===== src/rtl/pulse_summary_pkg.sv =====
package pulse_summary_pkg;

   typedef enum logic {
      WIN_IDLE = 1'b0,
      WIN_OPEN = 1'b1
   } win_state_t;

   localparam int DEF_SAMPLE_W = 12;
   localparam int DEF_ACC_W    = 20;

endpackage


===== src/rtl/ps_window_ctrl.sv =====
module ps_window_ctrl
   import pulse_summary_pkg::*;
(
   input  logic clk,
   input  logic rst_n,
   input  logic smp_valid,
   input  logic win_start,
   input  logic win_end,
   output logic accept,
   output logic clear,
   output logic report,
   output logic in_win
);

   win_state_t st_q;
   win_state_t st_d;

   always_comb begin
      st_d = st_q;
      if (win_end)
         st_d = WIN_IDLE;
      else if (win_start)
         st_d = WIN_OPEN;
   end

   always_ff @(posedge clk or negedge rst_n) begin
      if (!rst_n)
         st_q <= WIN_IDLE;
      else
         st_q <= st_d;
   end

   assign in_win = (st_q == WIN_OPEN);
   assign accept = smp_valid && (in_win || win_start);
   assign clear  = win_start;
   assign report = win_end;

   // a window that was closed stays closed unless a start arrives
   assert_closed_stays_R7: assert property (@(posedge clk) disable iff (!rst_n)
      (!in_win && !win_start) |=> !in_win);

endmodule


===== src/rtl/ps_integrator.sv =====
module ps_integrator #(
   parameter int SAMPLE_W = 12,
   parameter int ACC_W    = 20,
   parameter int OVF_W    = 3,
   parameter bit ACC_SAT  = 1'b1
) (
   input  logic                clk,
   input  logic                rst_n,
   input  logic                clear,
   input  logic                accept,
   input  logic [SAMPLE_W-1:0] sample,
   output logic [ACC_W-1:0]    acc_nxt,
   output logic [OVF_W-1:0]    ovf_nxt
);

   localparam logic [SAMPLE_W-1:0] FULL_SCALE = {SAMPLE_W{1'b1}};
   localparam logic [OVF_W-1:0]    OVF_MAX    = {OVF_W{1'b1}};

   logic [ACC_W-1:0] acc_q;
   logic [OVF_W-1:0] ovf_q;
   logic [ACC_W-1:0] acc_base;
   logic [OVF_W-1:0] ovf_base;
   logic [ACC_W:0]   acc_sum;

   assign acc_base = clear ? '0 : acc_q;
   assign ovf_base = clear ? '0 : ovf_q;
   assign acc_sum  = {1'b0, acc_base} + {{(ACC_W + 1 - SAMPLE_W){1'b0}}, sample};

   generate
      if (ACC_SAT) begin : g_acc_sat
         always_comb begin
            if (!accept)
               acc_nxt = acc_base;
            else if (acc_sum[ACC_W])
               acc_nxt = {ACC_W{1'b1}};
            else
               acc_nxt = acc_sum[ACC_W-1:0];
         end

         // the saturating sum never falls inside a window
         assert_acc_monotone_R3: assert property (@(posedge clk) disable iff (!rst_n)
            !clear |=> acc_q >= $past(acc_q));
      end else begin : g_acc_wrap
         always_comb begin
            acc_nxt = accept ? acc_sum[ACC_W-1:0] : acc_base;
         end
      end
   endgenerate

   always_comb begin
      ovf_nxt = ovf_base;
      if (accept && (sample == FULL_SCALE) && (ovf_base != OVF_MAX))
         ovf_nxt = ovf_base + 1'b1;
   end

   always_ff @(posedge clk or negedge rst_n) begin
      if (!rst_n) begin
         acc_q <= '0;
         ovf_q <= '0;
      end else begin
         acc_q <= acc_nxt;
         ovf_q <= ovf_nxt;
      end
   end

   // the overflow count only grows inside a window and steps by at most one
   assert_ovf_monotone_R6: assert property (@(posedge clk) disable iff (!rst_n)
      !clear |=> (ovf_q >= $past(ovf_q)) && (ovf_q - $past(ovf_q) <= 1));

endmodule


===== src/rtl/ps_shape_tracker.sv =====
module ps_shape_tracker #(
   parameter int SAMPLE_W = 12,
   parameter int PED_LOG2 = 2
) (
   input  logic                         clk,
   input  logic                         rst_n,
   input  logic                         clear,
   input  logic                         accept,
   input  logic [SAMPLE_W-1:0]          sample,
   output logic [SAMPLE_W-1:0]          peak_nxt,
   output logic [SAMPLE_W+PED_LOG2-1:0] ped_sum_nxt
);

   localparam int PED_N  = 1 << PED_LOG2;
   localparam int CNT_W  = PED_LOG2 + 1;
   localparam int PSUM_W = SAMPLE_W + PED_LOG2;

   logic [SAMPLE_W-1:0] peak_q;
   logic [PSUM_W-1:0]   ped_sum_q;
   logic [CNT_W-1:0]    ped_cnt_q;
   logic [SAMPLE_W-1:0] peak_base;
   logic [PSUM_W-1:0]   psum_base;
   logic [CNT_W-1:0]    pcnt_base;
   logic [CNT_W-1:0]    ped_cnt_nxt;

   assign peak_base = clear ? '0 : peak_q;
   assign psum_base = clear ? '0 : ped_sum_q;
   assign pcnt_base = clear ? '0 : ped_cnt_q;

   always_comb begin
      peak_nxt = peak_base;
      if (accept && (sample > peak_base))
         peak_nxt = sample;
   end

   always_comb begin
      ped_sum_nxt = psum_base;
      ped_cnt_nxt = pcnt_base;
      if (accept && (pcnt_base < CNT_W'(PED_N))) begin
         ped_sum_nxt = psum_base + {{PED_LOG2{1'b0}}, sample};
         ped_cnt_nxt = pcnt_base + 1'b1;
      end
   end

   always_ff @(posedge clk or negedge rst_n) begin
      if (!rst_n) begin
         peak_q    <= '0;
         ped_sum_q <= '0;
         ped_cnt_q <= '0;
      end else begin
         peak_q    <= peak_nxt;
         ped_sum_q <= ped_sum_nxt;
         ped_cnt_q <= ped_cnt_nxt;
      end
   end

   // after an accepted sample the running maximum is at least that sample
   assert_peak_covers_R4: assert property (@(posedge clk) disable iff (!rst_n)
      accept |=> peak_q >= $past(sample));

   // the pedestal never gathers more than its opening samples
   assert_ped_count_R5: assert property (@(posedge clk) disable iff (!rst_n)
      ped_cnt_q <= CNT_W'(PED_N));

endmodule


===== src/rtl/ps_formatter.sv =====
module ps_formatter #(
   parameter int SAMPLE_W   = 12,
   parameter int ACC_W      = 20,
   parameter int OVF_W      = 3,
   parameter int PED_LOG2   = 2,
   parameter int INT_OUT_W  = 16,
   parameter int PED_OUT_W  = 8,
   parameter int PEAK_SHIFT = 3,
   parameter int WORD0_W    = 15,
   parameter int WORD1_W    = 31
) (
   input  logic                          clk,
   input  logic                          rst_n,
   input  logic                          report,
   input  logic [ACC_W-1:0]              acc_nxt,
   input  logic [OVF_W-1:0]              ovf_nxt,
   input  logic [SAMPLE_W-1:0]           peak_nxt,
   input  logic [SAMPLE_W+PED_LOG2-1:0]  ped_sum_nxt,
   output logic                          res_valid,
   output logic [INT_OUT_W-1:0]          res_integral,
   output logic [SAMPLE_W-PEAK_SHIFT-1:0] res_peak,
   output logic [PED_OUT_W-1:0]          res_pedestal,
   output logic [OVF_W-1:0]              res_overflows,
   output logic [WORD0_W-1:0]            rd_word0,
   output logic [WORD1_W-1:0]            rd_word1
);

   localparam int PEAK_OUT_W = SAMPLE_W - PEAK_SHIFT;
   localparam int SPARE0     = WORD0_W - PEAK_OUT_W - OVF_W;
   localparam int SPARE1     = WORD1_W - INT_OUT_W - PED_OUT_W;
   localparam logic [ACC_W-2:0] INT_LIM =
      {{(ACC_W - 1 - INT_OUT_W){1'b0}}, {INT_OUT_W{1'b1}}};
   localparam logic [SAMPLE_W-1:0] PED_LIM =
      {{(SAMPLE_W - PED_OUT_W){1'b0}}, {PED_OUT_W{1'b1}}};

   logic [ACC_W-2:0]       int_half;
   logic [INT_OUT_W-1:0]   int_fmt;
   logic [SAMPLE_W-1:0]    ped_avg;
   logic [PED_OUT_W-1:0]   ped_fmt;
   logic [PEAK_OUT_W-1:0]  peak_fmt;
   logic                   valid_q;
   logic [INT_OUT_W-1:0]   int_q;
   logic [PEAK_OUT_W-1:0]  peak_q;
   logic [PED_OUT_W-1:0]   ped_q;
   logic [OVF_W-1:0]       ovf_q;

   assign int_half = acc_nxt[ACC_W-1:1];
   assign int_fmt  = (int_half > INT_LIM) ? {INT_OUT_W{1'b1}} : int_half[INT_OUT_W-1:0];

   assign ped_avg  = ped_sum_nxt[SAMPLE_W+PED_LOG2-1:PED_LOG2];
   assign ped_fmt  = (ped_avg > PED_LIM) ? {PED_OUT_W{1'b1}} : ped_avg[PED_OUT_W-1:0];

   generate
      if (PEAK_SHIFT == 0) begin : g_peak_direct
         assign peak_fmt = peak_nxt;
      end else begin : g_peak_shift
         assign peak_fmt = peak_nxt[SAMPLE_W-1:PEAK_SHIFT];
      end
   endgenerate

   always_ff @(posedge clk or negedge rst_n) begin
      if (!rst_n) begin
         valid_q <= 1'b0;
         int_q   <= '0;
         peak_q  <= '0;
         ped_q   <= '0;
         ovf_q   <= '0;
      end else begin
         valid_q <= report;
         if (report) begin
            int_q  <= int_fmt;
            peak_q <= peak_fmt;
            ped_q  <= ped_fmt;
            ovf_q  <= ovf_nxt;
         end
      end
   end

   assign res_valid     = valid_q;
   assign res_integral  = int_q;
   assign res_peak      = peak_q;
   assign res_pedestal  = ped_q;
   assign res_overflows = ovf_q;

   generate
      if (SPARE0 > 0) begin : g_w0_pad
         assign rd_word0 = {{SPARE0{1'b0}}, ovf_q, peak_q};
      end else begin : g_w0_full
         assign rd_word0 = {ovf_q, peak_q};
      end
      if (SPARE1 > 0) begin : g_w1_pad
         assign rd_word1 = {{SPARE1{1'b0}}, ped_q, int_q};
      end else begin : g_w1_full
         assign rd_word1 = {ped_q, int_q};
      end
   endgenerate

   // every window end produces a pulse in the following cycle
   assert_valid_follows_end_R2: assert property (@(posedge clk) disable iff (!rst_n)
      report |=> res_valid);

   // no pulse without a window end in the cycle before
   assert_valid_needs_end_R2: assert property (@(posedge clk) disable iff (!rst_n)
      res_valid |-> $past(report));

   // fields hold while no result is taken
   assert_fields_hold_R10: assert property (@(posedge clk) disable iff (!rst_n)
      !report |=> ($stable(res_integral) && $stable(res_peak) &&
                   $stable(res_pedestal) && $stable(res_overflows)));

endmodule


===== src/rtl/pulse_summary_top.sv =====
module pulse_summary_top #(
   parameter int SAMPLE_W   = 12,
   parameter int ACC_W      = 20,
   parameter int OVF_W      = 3,
   parameter int PED_LOG2   = 2,
   parameter int INT_OUT_W  = 16,
   parameter int PED_OUT_W  = 8,
   parameter int PEAK_SHIFT = 3,
   parameter int WORD0_W    = 15,
   parameter int WORD1_W    = 31,
   parameter bit ACC_SAT    = 1'b1,
   localparam int PEAK_OUT_W = SAMPLE_W - PEAK_SHIFT
) (
   input  logic                   clk,
   input  logic                   rst_n,
   input  logic                   smp_valid,
   input  logic [SAMPLE_W-1:0]    smp_data,
   input  logic                   win_start,
   input  logic                   win_end,
   output logic                   res_valid,
   output logic [INT_OUT_W-1:0]   res_integral,
   output logic [PEAK_OUT_W-1:0]  res_peak,
   output logic [PED_OUT_W-1:0]   res_pedestal,
   output logic [OVF_W-1:0]       res_overflows,
   output logic [WORD0_W-1:0]     rd_word0,
   output logic [WORD1_W-1:0]     rd_word1
);

   localparam int PSUM_W = SAMPLE_W + PED_LOG2;

   generate
      if (ACC_W < INT_OUT_W + 2) begin : g_bad_acc
         $error("accumulator too narrow for the integral field");
      end
      if (SAMPLE_W <= PED_OUT_W) begin : g_bad_ped
         $error("pedestal field must be narrower than a sample");
      end
      if (PEAK_SHIFT >= SAMPLE_W) begin : g_bad_peak
         $error("peak shift removes every bit");
      end
      if (PEAK_OUT_W + OVF_W > WORD0_W) begin : g_bad_w0
         $error("first readout word too small");
      end
      if (INT_OUT_W + PED_OUT_W > WORD1_W) begin : g_bad_w1
         $error("second readout word too small");
      end
      if (OVF_W < 1 || PED_LOG2 < 0) begin : g_bad_misc
         $error("invalid counter parameters");
      end
   endgenerate

   logic                accept;
   logic                clear;
   logic                report;
   logic                in_win;
   logic [ACC_W-1:0]    acc_nxt;
   logic [OVF_W-1:0]    ovf_nxt;
   logic [SAMPLE_W-1:0] peak_nxt;
   logic [PSUM_W-1:0]   ped_sum_nxt;

   ps_window_ctrl u_ctrl (
      .clk       (clk),
      .rst_n     (rst_n),
      .smp_valid (smp_valid),
      .win_start (win_start),
      .win_end   (win_end),
      .accept    (accept),
      .clear     (clear),
      .report    (report),
      .in_win    (in_win)
   );

   ps_integrator #(
      .SAMPLE_W (SAMPLE_W),
      .ACC_W    (ACC_W),
      .OVF_W    (OVF_W),
      .ACC_SAT  (ACC_SAT)
   ) u_integ (
      .clk     (clk),
      .rst_n   (rst_n),
      .clear   (clear),
      .accept  (accept),
      .sample  (smp_data),
      .acc_nxt (acc_nxt),
      .ovf_nxt (ovf_nxt)
   );

   ps_shape_tracker #(
      .SAMPLE_W (SAMPLE_W),
      .PED_LOG2 (PED_LOG2)
   ) u_shape (
      .clk         (clk),
      .rst_n       (rst_n),
      .clear       (clear),
      .accept      (accept),
      .sample      (smp_data),
      .peak_nxt    (peak_nxt),
      .ped_sum_nxt (ped_sum_nxt)
   );

   ps_formatter #(
      .SAMPLE_W   (SAMPLE_W),
      .ACC_W      (ACC_W),
      .OVF_W      (OVF_W),
      .PED_LOG2   (PED_LOG2),
      .INT_OUT_W  (INT_OUT_W),
      .PED_OUT_W  (PED_OUT_W),
      .PEAK_SHIFT (PEAK_SHIFT),
      .WORD0_W    (WORD0_W),
      .WORD1_W    (WORD1_W)
   ) u_fmt (
      .clk           (clk),
      .rst_n         (rst_n),
      .report        (report),
      .acc_nxt       (acc_nxt),
      .ovf_nxt       (ovf_nxt),
      .peak_nxt      (peak_nxt),
      .ped_sum_nxt   (ped_sum_nxt),
      .res_valid     (res_valid),
      .res_integral  (res_integral),
      .res_peak      (res_peak),
      .res_pedestal  (res_pedestal),
      .res_overflows (res_overflows),
      .rd_word0      (rd_word0),
      .rd_word1      (rd_word1)
   );

   // a start and end in the same cycle leave no window open
   assert_single_cycle_window_R11: assert property (@(posedge clk) disable iff (!rst_n)
      (win_start && win_end) |=> !in_win);

endmodule


===== config.mk =====
export PLATFORM = sky130hd
export DESIGN_NAME = pulse_summary_top
export DESIGN_NICKNAME = d
export VERILOG_FILES = /design/src/rtl/pulse_summary_pkg.sv /design/src/rtl/ps_window_ctrl.sv /design/src/rtl/ps_integrator.sv /design/src/rtl/ps_shape_tracker.sv /design/src/rtl/ps_formatter.sv /design/src/rtl/pulse_summary_top.sv
export SDC_FILE = /design/constraint.sdc
export NUM_CORES = 1
export LEC_CHECK = 0
export BUFFER_PORTS_ARGS = -buffer_cell sky130_fd_sc_hd__clkbuf_2
export CAP_MARGIN = 10
export CORE_ASPECT_RATIO = 1.4
export CORE_MARGIN = 2
export CORE_UTILIZATION = 25
export DETAILED_ROUTE_END_ITERATION = 10
export PLACE_DENSITY = 0.46
export SLEW_MARGIN = 20
export SYNTH_ARGS = -nofsm -noshare
export SYNTH_HDL_FRONTEND = slang
export SYNTH_HIERARCHICAL = 1
export SYNTH_SLANG_ARGS = --single-unit

===== constraint.sdc =====
create_clock -name clk -period 4.1 [get_ports clk]
set_clock_uncertainty 0.1 [all_clocks]
set_input_delay 0.82 -clock clk [delete_from_list [all_inputs] [get_ports clk]]
set_output_delay 0.82 -clock clk [all_outputs]
set_load 0.03 [all_outputs]

==> results.json <==
{
  "cts_made_buffers": 9,
  "synth_area_per_cell_um2": 10.1,
  "hold_viol_final": 0,
  "fin_crit_sh_pct": 91.1,
  "min_period_ns": 3.73,
  "powerDensity_nw_per_um2": 450,
  "arrival_ns": 3.87,
  "slew_viol_final": 0,
  "hold_path.class": "in2async",
  "clkLatencyLatePin_ns": 0.34,
  "io_pins": 100,
  "firstDrtPassIters": 4,
  "synth_mux_area_share_pct": 6.70,
  "diodes": 0,
  "post-route-drc-count": 0,
  "crit_path_end_kind": "register",
  "final_common_cell": "dfrtp_1",
  "cp-start-kind": "input pin",
  "setup_tns_ns": 0,
  "syn_inst": 555,
  "fmax_ghz": 0.268,
  "vias": 4313,
  "dpl-instance-area_um2": 6270,
  "synth_top_family_by_area": "compound AO/OA/AOI/OAI gates",
  "drt_iter0_markers": 124,
  "cpMaxStageDelayCell": "or4b_1",
  "crit_chain": "clkbuf_2, buf_4, nor2b_1, ha_1, a21oi_1, o21ai_0, a21o_1, a221o_1, a41oi_1, a211oi_1, or4b_1, buf_4, o22a_1",
  "rows": 64,
  "yosysWarnings": 6,
  "clk_pin_slew_ns": 0.06,
  "finalInstanceArea_um2": 6580,
  "synthArstFlopShare_pct": 100,
  "slowest_delay_ns": 0.55,
  "total_power_mw": 2.96,
  "drive_gt1_share_pct": 25.8,
  "cts_resized": 0,
  "final_cell_mix": "dfrtp_1, clkbuf_2, ha_1",
  "status": "finished clean",
  "place.port_buffers": 89,
  "overflow": 0,
  "post_cts_buffers": 0,
  "routedWlPerCell_um": 15.7,
  "seq_area_frac_synth_pct": 40.1,
  "detail_route.vias_per_cell": 4.65,
  "first_global_vias": 4336,
  "dieArea_um2": 23700,
  "drtAntennaViolNets": 0,
  "synth_compound_area_share_pct": 16.0,
  "synth.distinct_cells": 65,
  "path_class": "in2reg",
  "grt_pass1_wl_um": 23200,
  "hpwlAfterDp_um": 11100,
  "wirelength_um": 14600,
  "grt_usage_pct": 12.7,
  "synth_seq_cells": 90,
  "clock-root-buffer": "clkbuf_16",
  "fin_hold_ws_ns": 0.370,
  "cp.required_ns": 4.23,
  "cts.hold.buffers_added": 0,
  "synthXorXnorAreaFrac_pct": 3.74,
  "ir_worst_vdd_mv": 0.169,
  "grt_max_degree": 91,
  "clock_sinks": 90,
  "start_util_pct": 25.6,
  "core_um2": 21900,
  "die_w_um": 131,
  "finish.utilization_pct": 30.0,
  "relSlewSlack_pct": 57.1,
  "crit_top_cell": "buf_4",
  "reg2reg_slack_ns": 0.60,
  "synth_edf_count": 0,
  "nNetsFinal": 685,
  "tritoncts": "done",
  "synth_fa_ha_area_share_pct": 9.40,
  "ctsHtreeMaxLevel": 3,
  "syn_area_um2": 5620,
  "p_leak_nw": 3.18,
  "yosys.area_share.simple_pct": 14.7,
  "syn_to_final_growth_pct": 17.1,
  "setup_viol": 0,
  "synth_flop_cell": "dfrtp_1",
  "rsz0062_at_grt": "false",
  "r2r_cells": 12,
  "max_cap_violations": 0,
  "cts_buffer_depth": 2,
  "crit_path_max_fanout": 12,
  "dieHeight_um": 181,
  "place_congestion": 0.872,
  "antenna_found_initial": 0,
  "tightest_slew_ns": 0.643
}
## logic make-up after synthesis
family                   count (synthesis)
AO/OA/AOI/OAI                          126
buffers and inverters                   86
other                                    1
flip-flops                              90
AND/OR/NAND/NOR                        152
XOR/XNOR                                24
adder cells (fa/ha/maj)                 41
multiplexers                            35
## path summary, 6_finish.rpt
path	start	to
setup / recovery	win_start	u_fmt/res_integral[10]
hold / removal	rst_n	u_fmt/res_overflows[2]
setup reg to reg	u_integ/acc_q[0]	u_fmt/res_integral[10]
hold reg to reg	u_ctrl/in_win	u_ctrl/in_win
max in group asynchronous	rst_n	u_shape/ped_sum_q[11]
min in group clk	u_ctrl/in_win	u_ctrl/in_win
## power breakdown
part | internal (mW) | switching (mW) | leakage, nW
clock | 0.530 | 0.351 | 0.145
combinational | 0.353 | 0.655 | 1.89
sequential | 1.01 | 0.0623 | 1.14
total | 1.90 | 1.07 | 3.18
## critical path: cells and delay by family
kind	cells	cell delay, ns
AOI/OAI and AO/OA	7	1.47
and+or+nand+nor	2	0.72
buffers and inverters	3	0.53
adders and majority gates	1	0.32
## state kept, by name (all words and copies together), names as in the netlist
name	flops
u_shape/ped_sum_q	14
u_integ/ovf_q	3
u_fmt/res_overflows	3
u_fmt/res_pedestal	8
u_shape/ped_cnt_q	3
u_fmt/res_peak	9
u_ctrl/in_win	1
u_shape/peak_q	12
u_integ/acc_q	20
u_fmt/res_valid	1
u_fmt/res_integral	16
## cells in the mapped netlist (all sizes together), types with 3 or more instances
cell type,number,area (µm²)
a21o,12,97.6
nor2,29,109
clkbuf,14,52.6
nand3,7,35.0
nor2b,31,194
mux2,21,236
xnor2,18,158
nor3,4,20.0
a211oi,5,42.5
nand4,5,31.3
and3,10,62.6
nand2,30,113
nand2b,16,100
xor2,6,52.6
a31oi,12,75.1
dfrtp,90,2250
and2,3,18.8
inv,18,67.6
o211ai,6,45.0
o22a,24,210
o21bai,4,30.0
ha,39,488
buf,54,404
o21ai,22,110
a21oi,20,100
o21a,4,30.0
mux2i,14,140
## routing by layer
metal  GRT usage (%)  share of wire, %  vias to the layer above
met1            14.3                39                     2133
met3            1.50               2.4                       27
met5               0                 0                        -
met2            23.4                55                       83
li1                -                 -                     2070
met4            6.00               3.1                        0
## stage by stage
stage	instances	setup slack, ns
final	928	0.367
after global routing	928	0.153
after CTS	928	0.366
after detailed placement	913	0.0167
after global placement	913	0.0619
after floorplan	564	0.00478
## final cells by class
cell class              instances  area [µm²]
clock inverters                 5        80.1
flip-flops and latches         90        2250
clock buffers                  10         229
repair buffers                120         693
well taps                     297         372
fillers                      2327       15400
inverters                      18        67.6
multi-input cells             388        2890
(Power assumes the default switching activity.)
